**src/rtl/bilbo_pkg.sv**
```systemverilog
package bilbo_pkg;
   typedef enum logic [1:0] {
      MODE_HOLD    = 2'b00,
      MODE_GEN     = 2'b01,
      MODE_COMPACT = 2'b10,
      MODE_SCAN    = 2'b11
   } bilbo_mode_e;
endpackage

```
**src/rtl/bilbo_next.sv**
```systemverilog
// Next-state network: Galois feedback, masked parallel inputs, and the scan path.
module bilbo_next
   import bilbo_pkg::*;
#(
   parameter int unsigned WIDTH       = 3,
   parameter logic [WIDTH-1:0] TAPS   = 3'b101,
   parameter int unsigned USED_INPUTS = WIDTH
) (
   input  bilbo_mode_e      mode,
   input  logic [WIDTH-1:0] state,
   input  logic [WIDTH-1:0] data_in,
   input  logic             scan_in,
   output logic [WIDTH-1:0] nxt
);
   localparam logic [WIDTH-1:0] IN_MASK =
      (USED_INPUTS >= WIDTH) ? {WIDTH{1'b1}} : WIDTH'((1 << USED_INPUTS) - 1);

   logic             fb;
   logic [WIDTH-1:0] gen_bits;
   logic [WIDTH-1:0] shift_bits;
   logic [WIDTH-1:0] folded;

   assign fb            = state[WIDTH-1];
   assign gen_bits[0]   = fb;
   assign shift_bits[0] = scan_in;

   for (genvar i = 1; i < WIDTH; i++) begin : g_stage
      if (TAPS[i]) begin : g_tap
         assign gen_bits[i] = state[i-1] ^ fb;
      end else begin : g_plain
         assign gen_bits[i] = state[i-1];
      end
      assign shift_bits[i] = state[i-1];
   end

   // Unused upper inputs are masked off; their XORs reduce to wires.
   assign folded = gen_bits ^ (data_in & IN_MASK);

   always_comb begin
      unique case (mode)
         MODE_HOLD:    nxt = state;
         MODE_GEN:     nxt = gen_bits;
         MODE_COMPACT: nxt = folded;
         MODE_SCAN:    nxt = shift_bits;
         default:      nxt = state;
      endcase
   end
endmodule

```
**src/rtl/bilbo_state.sv**
```systemverilog
// State register with mode-dependent synchronous init.
module bilbo_state
   import bilbo_pkg::*;
#(
   parameter int unsigned WIDTH     = 3,
   parameter logic [WIDTH-1:0] SEED = 3'b100
) (
   input  logic             clk,
   input  logic             init_n,
   input  bilbo_mode_e      mode,
   input  logic             scan_in,
   input  logic [WIDTH-1:0] nxt,
   output logic [WIDTH-1:0] state
);
   always_ff @(posedge clk) begin
      if (!init_n) state <= (mode == MODE_GEN) ? SEED : '0;
      else         state <= nxt;
   end

   // a generate-mode init leaves the seed in place
   assert_seed_load_R1: assert property (@(posedge clk) disable iff (!init_n)
      ($rose(init_n) && $past(mode) == MODE_GEN) |-> state == SEED);
   // any other init clears the register
   assert_clear_load_R1: assert property (@(posedge clk) disable iff (!init_n)
      ($rose(init_n) && $past(mode) != MODE_GEN) |-> state == '0);
   // hold freezes the state
   assert_hold_R2: assert property (@(posedge clk) disable iff (!init_n)
      (mode == MODE_HOLD) |=> $stable(state));
   // the generator never falls into the all-zero lock-up state
   assert_gen_nonzero_R4: assert property (@(posedge clk) disable iff (!init_n)
      (mode == MODE_GEN && state != '0) |=> state != '0);
   // scan is a pure shift with no feedback
   assert_scan_shift_R7: assert property (@(posedge clk) disable iff (!init_n)
      (mode == MODE_SCAN) |=>
      (state[0] == $past(scan_in) && state[WIDTH-1:1] == $past(state[WIDTH-2:0])));
endmodule

```
**src/rtl/bilbo_cmp.sv**
```systemverilog
// On-chip comparison with the known-good signature.
module bilbo_cmp #(
   parameter int unsigned WIDTH       = 3,
   parameter logic [WIDTH-1:0] GOLDEN = 3'b011
) (
   input  logic [WIDTH-1:0] state,
   output logic             match
);
   assign match = (state == GOLDEN);
endmodule

```
**src/rtl/bilbo_sigreg.sv**
```systemverilog
module bilbo_sigreg
   import bilbo_pkg::*;
#(
   parameter int unsigned WIDTH           = 3,
   parameter logic [WIDTH-1:0] TAPS       = 3'b101,
   parameter int unsigned USED_INPUTS     = WIDTH,
   parameter logic [WIDTH-1:0] SEED       = 3'b100,
   parameter logic [WIDTH-1:0] GOLDEN_SIG = 3'b011
) (
   input  logic             clk,
   input  logic             init_n,
   input  logic [1:0]       mode,
   input  logic [WIDTH-1:0] data_in,
   input  logic             scan_in,
   output logic             scan_out,
   output logic [WIDTH-1:0] q,
   output logic             sig_ok
);
   if (WIDTH < 2) begin : g_bad_width
      $error("bilbo_sigreg: WIDTH must be at least 2");
   end
   if (USED_INPUTS < 1 || USED_INPUTS > WIDTH) begin : g_bad_used
      $error("bilbo_sigreg: USED_INPUTS must lie in 1..WIDTH");
   end
   if (TAPS[0] != 1'b1) begin : g_bad_taps
      $error("bilbo_sigreg: constant term of the polynomial must be set");
   end
   if (SEED == '0) begin : g_bad_seed
      $error("bilbo_sigreg: an all-zero seed locks the generator");
   end

   bilbo_mode_e      mode_e;
   logic [WIDTH-1:0] nxt;

   assign mode_e = bilbo_mode_e'(mode);

   bilbo_next #(.WIDTH(WIDTH), .TAPS(TAPS), .USED_INPUTS(USED_INPUTS)) u_next (
      .mode(mode_e), .state(q), .data_in(data_in), .scan_in(scan_in), .nxt(nxt));

   bilbo_state #(.WIDTH(WIDTH), .SEED(SEED)) u_state (
      .clk(clk), .init_n(init_n), .mode(mode_e), .scan_in(scan_in),
      .nxt(nxt), .state(q));

   bilbo_cmp #(.WIDTH(WIDTH), .GOLDEN(GOLDEN_SIG)) u_cmp (
      .state(q), .match(sig_ok));

   assign scan_out = q[WIDTH-1];
endmodule

```
**config.mk**
```make
export PLATFORM = sky130hd
export DESIGN_NAME = bilbo_sigreg
export DESIGN_NICKNAME = d
export VERILOG_FILES = /design/src/rtl/bilbo_pkg.sv /design/src/rtl/bilbo_next.sv /design/src/rtl/bilbo_state.sv /design/src/rtl/bilbo_cmp.sv /design/src/rtl/bilbo_sigreg.sv
export SDC_FILE = /design/constraint.sdc
export NUM_CORES = 1
export LEC_CHECK = 0
export ABC_AREA = 0
export BUFFER_PORTS_ARGS = -buffer_cell sky130_fd_sc_hd__buf_4
export CORE_AREA = 2 2 39 41
export DETAILED_ROUTE_END_ITERATION = 16
export DIE_AREA = 0 0 41 43
export SYNTH_ARGS = -nofsm -noshare
export SYNTH_HDL_FRONTEND = slang
export SYNTH_SLANG_ARGS = --single-unit
```
**constraint.sdc**
```tcl
create_clock -name clk -period 1.2 [get_ports clk]
set_input_delay 0.24 -clock clk [delete_from_list [all_inputs] [get_ports clk]]
set_output_delay 0.24 -clock clk [all_outputs]
set_load 0.05 [all_outputs]
```
==> impl_metrics.env, run 1 <==
export IMPL_status="finished with violations"
export IMPL_violations="setup timing"
export IMPL_initial_core_util_pct=17.3
export IMPL_synth_edf_count=3
export IMPL_yosys_warnings=0
export IMPL_vias=274
export IMPL_worstPathArrival_ns=0.99
export IMPL_grt_antenna_before_repair=0
export IMPL_cts_root_buf="clkbuf_4"
export IMPL_drt_pass1_iter_count=4
export IMPL_hold_class="primary input to flip-flop"
export IMPL_maxCapViolations=0
export IMPL_setup_viol=4
export IMPL_std_cell_rows=14
export IMPL_fin_ws_ns=-0.0338
export IMPL_synth_area_per_cell_um2=8.24
export IMPL_grt_start_max_net_pins=10
export IMPL_antenna_left=0
export IMPL_area_delta_synth_final_pct=81.7
export IMPL_stdcell_area_um2=434
export IMPL_post_route_util_pct=31.4
export IMPL_worstPathRequired_ns=0.96
export IMPL_clockBufferDepth=2
export IMPL_synth_cell_types=17
export IMPL_crit_path_start_kind="flip-flop"
export IMPL_grt_pass1_vias=230
export IMPL_largest_reg_flops=3
export IMPL_worst_pin_slew_ns=0.195
export IMPL_critical_path_class="flip-flop to output pin"
export IMPL_cts_sinks=3
export IMPL_synth_area_leader_cell="edfxtp_1"
export IMPL_drive_above_1_share_pct=47.8
export IMPL_top_register="u_state.state"
export IMPL_num_io_pins=13
export IMPL_syn_inst=29
export IMPL_dieHeight_um=43
export IMPL_hold_slack_ns=0.370
export IMPL_synth_area_top_cells="edfxtp_1, o21ai_0, nand2_1"
export IMPL_wl_per_cell_um=10.5
export IMPL_routabilityCongestion=0.733
export IMPL_power_leakage_uw=0.000172
export IMPL_dp_cells=56
export IMPL_die_w_um=41
export IMPL_fin_nets=55
export IMPL_irDropWorstVdd_mv=0.298
export IMPL_grt_pass1_wl_um=931
export IMPL_portBuffers=12
export IMPL_cts_tree="done"
export IMPL_most_common_layout_cells="buf_4, nand2_1, o21ai_0, buf_6"
export IMPL_top_regs="u_state.state x3"
export IMPL_rsz0062_at_grt="true"
export IMPL_max_stage_delay_ns=0.40
export IMPL_post_route_min_period_ns=1.23
export IMPL_grt_overflow_total=0
export IMPL_cp_buffers_inverters=2
export IMPL_fin_crit_sh_pct=103
export IMPL_syn_nets=37
export IMPL_worst_path_max_delay_cell="edfxtp_1"
export IMPL_cellPowerDensity_mw_per_mm2=1260
export IMPL_coreArea_mm2=0.00138
export IMPL_crit_fanout=2
export IMPL_die_area_mm2=0.00176
export IMPL_dpl_instance_area_um2=352
export IMPL_viasPerCell=4.42
export IMPL_drc=0
export IMPL_wl_um=653
export IMPL_yosysTopAreaCellShare_pct=37.7
export IMPL_path_clk_slew_ns=0.04
export IMPL_ys_ff_latch=3
export IMPL_final_cells=62
export IMPL_grt_usage_pct=8.56
export IMPL_clock_skew_ns=0.00403
export IMPL_synth_flop_cell="edfxtp_1"
export IMPL_crit_chain="buf_6, nor2_4, buf_8"
export IMPL_slew_violations=0
export IMPL_clkLatencyLatePin_ns=0.23
export IMPL_cts_buffers=3
export IMPL_crit_family="flip-flops"
export IMPL_hold_viol=0
export IMPL_yosysSeqAreaShare_pct=37.7
export IMPL_end_kind="output pin"
export IMPL_synth_area_um2=239
export IMPL_layout_commonest_cell="buf_4"
export IMPL_place_ws_ns=-0.0163
export IMPL_synthArstFlopShare_pct=0
export IMPL_cts_htree_levels=1
export IMPL_first_iter_violations=5
export IMPL_relSlewSlack_pct=86.9
export IMPL_clock_fmax_ghz=0.810
export IMPL_diodes=0
==> layout make-up <==
type | instances | area (um2)
fillers | 150 | 950
clock buffers | 4 | 26.3
flip-flops and latches | 3 | 90.1
multi-input cells | 24 | 155
well taps | 16 | 20.0
repair buffers | 15 | 143
==> synthesized netlist by cell type, types with 3 or more instances <==
cell type	number
edfxtp_1	3
nand2_1	5
nor2_1	3
o21ai_0	5
==> cells by family after synthesis <==
kind of cell / synth area share [%]
AND/OR/NAND/NOR: 29.8
AO/OA/AOI/OAI: 27.2
flip-flops: 37.7
buffers and inverters: 5.23
==> where the power goes <==
group,internal [uW],switching [uW],leakage (uW)
Combinational,98.1,130,0.000124
Clock,125,53.5,0.0000150
Sequential,132,9.05,0.0000338
==> final timing paths <==
| kind | start | depth (start not counted) | slack, ns | endpoint |
|---|---|---|---|---|
| setup / recovery | u_state.state[2] | 3 | -0.03 | sig_ok |
| hold / removal | mode[0] | 2 | 0.37 | u_state.state[2] |
| setup reg to reg | u_state.state[2] | 4 | -0.02 | u_state.state[2] |
| hold reg to reg | u_state.state[0] | 2 | 0.70 | u_state.state[1] |
==> stage by stage <==
step / setup TNS (ns) / power (uW)
2_1_floorplan: -0.741 / 266
3_3_place_gp: 0 / 326
3_5_place_dp: -0.0163 / 327
4_1_cts: -0.0770 / 542
5_1_grt: -0.316 / 576
6_report: -0.0848 / 548
==> routing by layer <==
metal	GRT usage (%)	share of wire [%]	wire [um]
met5	0	0	0
met4	10.0	0	0
met3	3.14	7.7	50
met2	10.6	48	314
met1	9.74	44	289
==> repair_timing <==
| action | 4_1_cts | 5_1_grt |
|---|---|---|
| hold buffers | 0 | 0 |
| pin swaps | 2 | 0 |
| buffers inserted | 2 | 0 |
| cloned | 0 | 0 |
| gates resized for setup | 6 | 5 |
| setup endpoints to repair | 4 | 6 |
No activity file was read; power rests on OpenSTA's default activity.
==> run 2: changes to the inputs <==
--- a/config.mk
+++ b/config.mk
@@ -10,6 +10,7 @@
 export CORE_AREA = 2 2 39 41
 export DETAILED_ROUTE_END_ITERATION = 16
 export DIE_AREA = 0 0 41 43
+export GPL_TIMING_DRIVEN = 0
 export SYNTH_ARGS = -nofsm -noshare
 export SYNTH_HDL_FRONTEND = slang
 export SYNTH_SLANG_ARGS = --single-unit
==> run 2 against run 1 <==
  * Sequential cell count is the same
  * Register-to-register slack lost 0.02 ns
  * The run still ends with setup timing left
  * Wire length shrank 4.0%
  * Via count grew 0.36%
  * Total power grew 2.0%
  * Clock-buffer cell count is the same
  * Worst hold slack gained 0.031 ns
  * Non-clock buffer count grew 1
  * Die area is the same
  * Critical path type unchanged
  * Cell count grew 1.6%
==> impl_metrics.env, run 2 (synthesis gave the netlist of run 1 again) <==
export IMPL_grt_pass1_wl_um=841
export IMPL_crit_fanout=6
export IMPL_worstPathRequired_ns=0.96
export IMPL_cts_sinks=3
export IMPL_grt_antenna_before_repair=0
export IMPL_first_iter_violations=0
export IMPL_wl_um=627
export IMPL_clock_skew_ns=0.00145
export IMPL_die_w_um=41
export IMPL_most_common_layout_cells="buf_4, nand2_1, buf_6, o21ai_0"
export IMPL_crit_path_start_kind="flip-flop"
export IMPL_slew_violations=0
export IMPL_clkLatencyLatePin_ns=0.23
export IMPL_critical_path_class="flip-flop to output pin"
export IMPL_die_area_mm2=0.00176
export IMPL_grt_start_max_net_pins=10
export IMPL_dpl_instance_area_um2=349
export IMPL_coreArea_mm2=0.00138
export IMPL_portBuffers=11
export IMPL_diodes=0
export IMPL_drc=0
export IMPL_cts_htree_levels=1
export IMPL_vias=275
export IMPL_initial_core_util_pct=17.3
export IMPL_hold_slack_ns=0.401
export IMPL_drt_pass1_iter_count=1
export IMPL_fin_ws_ns=-0.0860
export IMPL_stdcell_area_um2=443
export IMPL_largest_reg_flops=3
export IMPL_layout_commonest_cell="buf_4"
export IMPL_clock_fmax_ghz=0.778
export IMPL_std_cell_rows=14
export IMPL_end_kind="output pin"
export IMPL_cts_buffers=3
export IMPL_cellPowerDensity_mw_per_mm2=1260
export IMPL_viasPerCell=4.37
export IMPL_dpl_hpwl_um=429
export IMPL_drive_above_1_share_pct=48.9
export IMPL_cts_tree="done"
export IMPL_num_io_pins=13
export IMPL_crit_path_start="u_state.state[2]"
export IMPL_hold_viol=0
export IMPL_grt_overflow_total=0
export IMPL_maxCapViolations=0
export IMPL_irDropWorstVdd_mv=0.339
export IMPL_status="finished with violations"
export IMPL_wl_per_cell_um=9.95
export IMPL_violations="setup timing"
export IMPL_fin_nets=56
export IMPL_setup_viol=5
export IMPL_power_leakage_uw=0.000179
export IMPL_fin_crit_sh_pct=107
export IMPL_hold_start="init_n"
export IMPL_grt_pass1_vias=213
export IMPL_rsz0062_at_grt="true"
export IMPL_path_clk_slew_ns=0.04
export IMPL_hold_buffers=0
export IMPL_worst_pin_slew_ns=0.282
export IMPL_fin_total_pwr_uw=559
export IMPL_top_regs="u_state.state x3"
export IMPL_relSlewSlack_pct=81.2
export IMPL_post_route_min_period_ns=1.29
export IMPL_antenna_left=0
export IMPL_area_delta_synth_final_pct=85.3
export IMPL_clockBufferDepth=2
export IMPL_routabilityCongestion=0.687
export IMPL_top_register="u_state.state"
export IMPL_hold_class="primary input to flip-flop"
export IMPL_worst_r2r_startpoint="u_state.state[2]"
export IMPL_grt_usage_pct=7.67
export IMPL_worstPathArrival_ns=1.05
export IMPL_cts_root_buf="clkbuf_4"
export IMPL_dieHeight_um=43
export IMPL_rrSetupSlack_ns=-0.04
## run 2: metal layers
layer / up-vias / wire length, um / track usage, %
li1: 142 / - / -
met1: 123 / 246 / 8.50
met2: 10 / 320 / 10.0
met3: 0 / 60 / 4.71
met4: 0 / 0 / 6.00
met5: - / 0 / 0
## run 2: cell type report
class / instances / area [um2]
Clock buffer: 4 / 26.3
Sequential cell: 3 / 90.1
Timing Repair Buffer: 14 / 135
Buffer: 2 / 16.3
Multi-Input combinational cell: 24 / 155
Fill cell: 150 / 941
Tap cell: 16 / 20.0
## run 2: timing repair
item / CTS / global route
pin swaps: 0 / 5
endpoints found under the setup margin: 5 / 6
gates cloned: 0 / 0
setup buffers: 2 / 1
resized for setup: 3 / 10
## run 2: worst max-delay path: stages, from the launching register on
cell and delay, ns:
edfxtp_1 0.50, buf_6 0.18, buf_8 0.14
## run 2: worst paths after layout
check	to	cells after the start
max	scan_out	2
min	u_state.state[2]	2
max reg2reg	u_state.state[0]	4
min reg2reg	u_state.state[1]	2
## run 2: power by group
group / leakage, uW / internal, uW / switching [uW]
logic: 0.000130 / 111 / 125
clock network: 0.0000150 / 124 / 49.3
registers: 0.0000338 / 132 / 16.5
total: 0.000179 / 368 / 191
## run 2: per-stage QoR
stage,instances,setup TNS [ns],setup WS (ns),util [%]
floorplan,29,-0.741,-0.258,-
global placement,56,-0.0308,-0.0308,25.2
detailed placement,56,-0.0428,-0.0428,25.2
CTS,62,-0.372,-0.103,28.8
global route,63,-0.645,-0.152,32.0
finish,63,-0.305,-0.0860,32.0
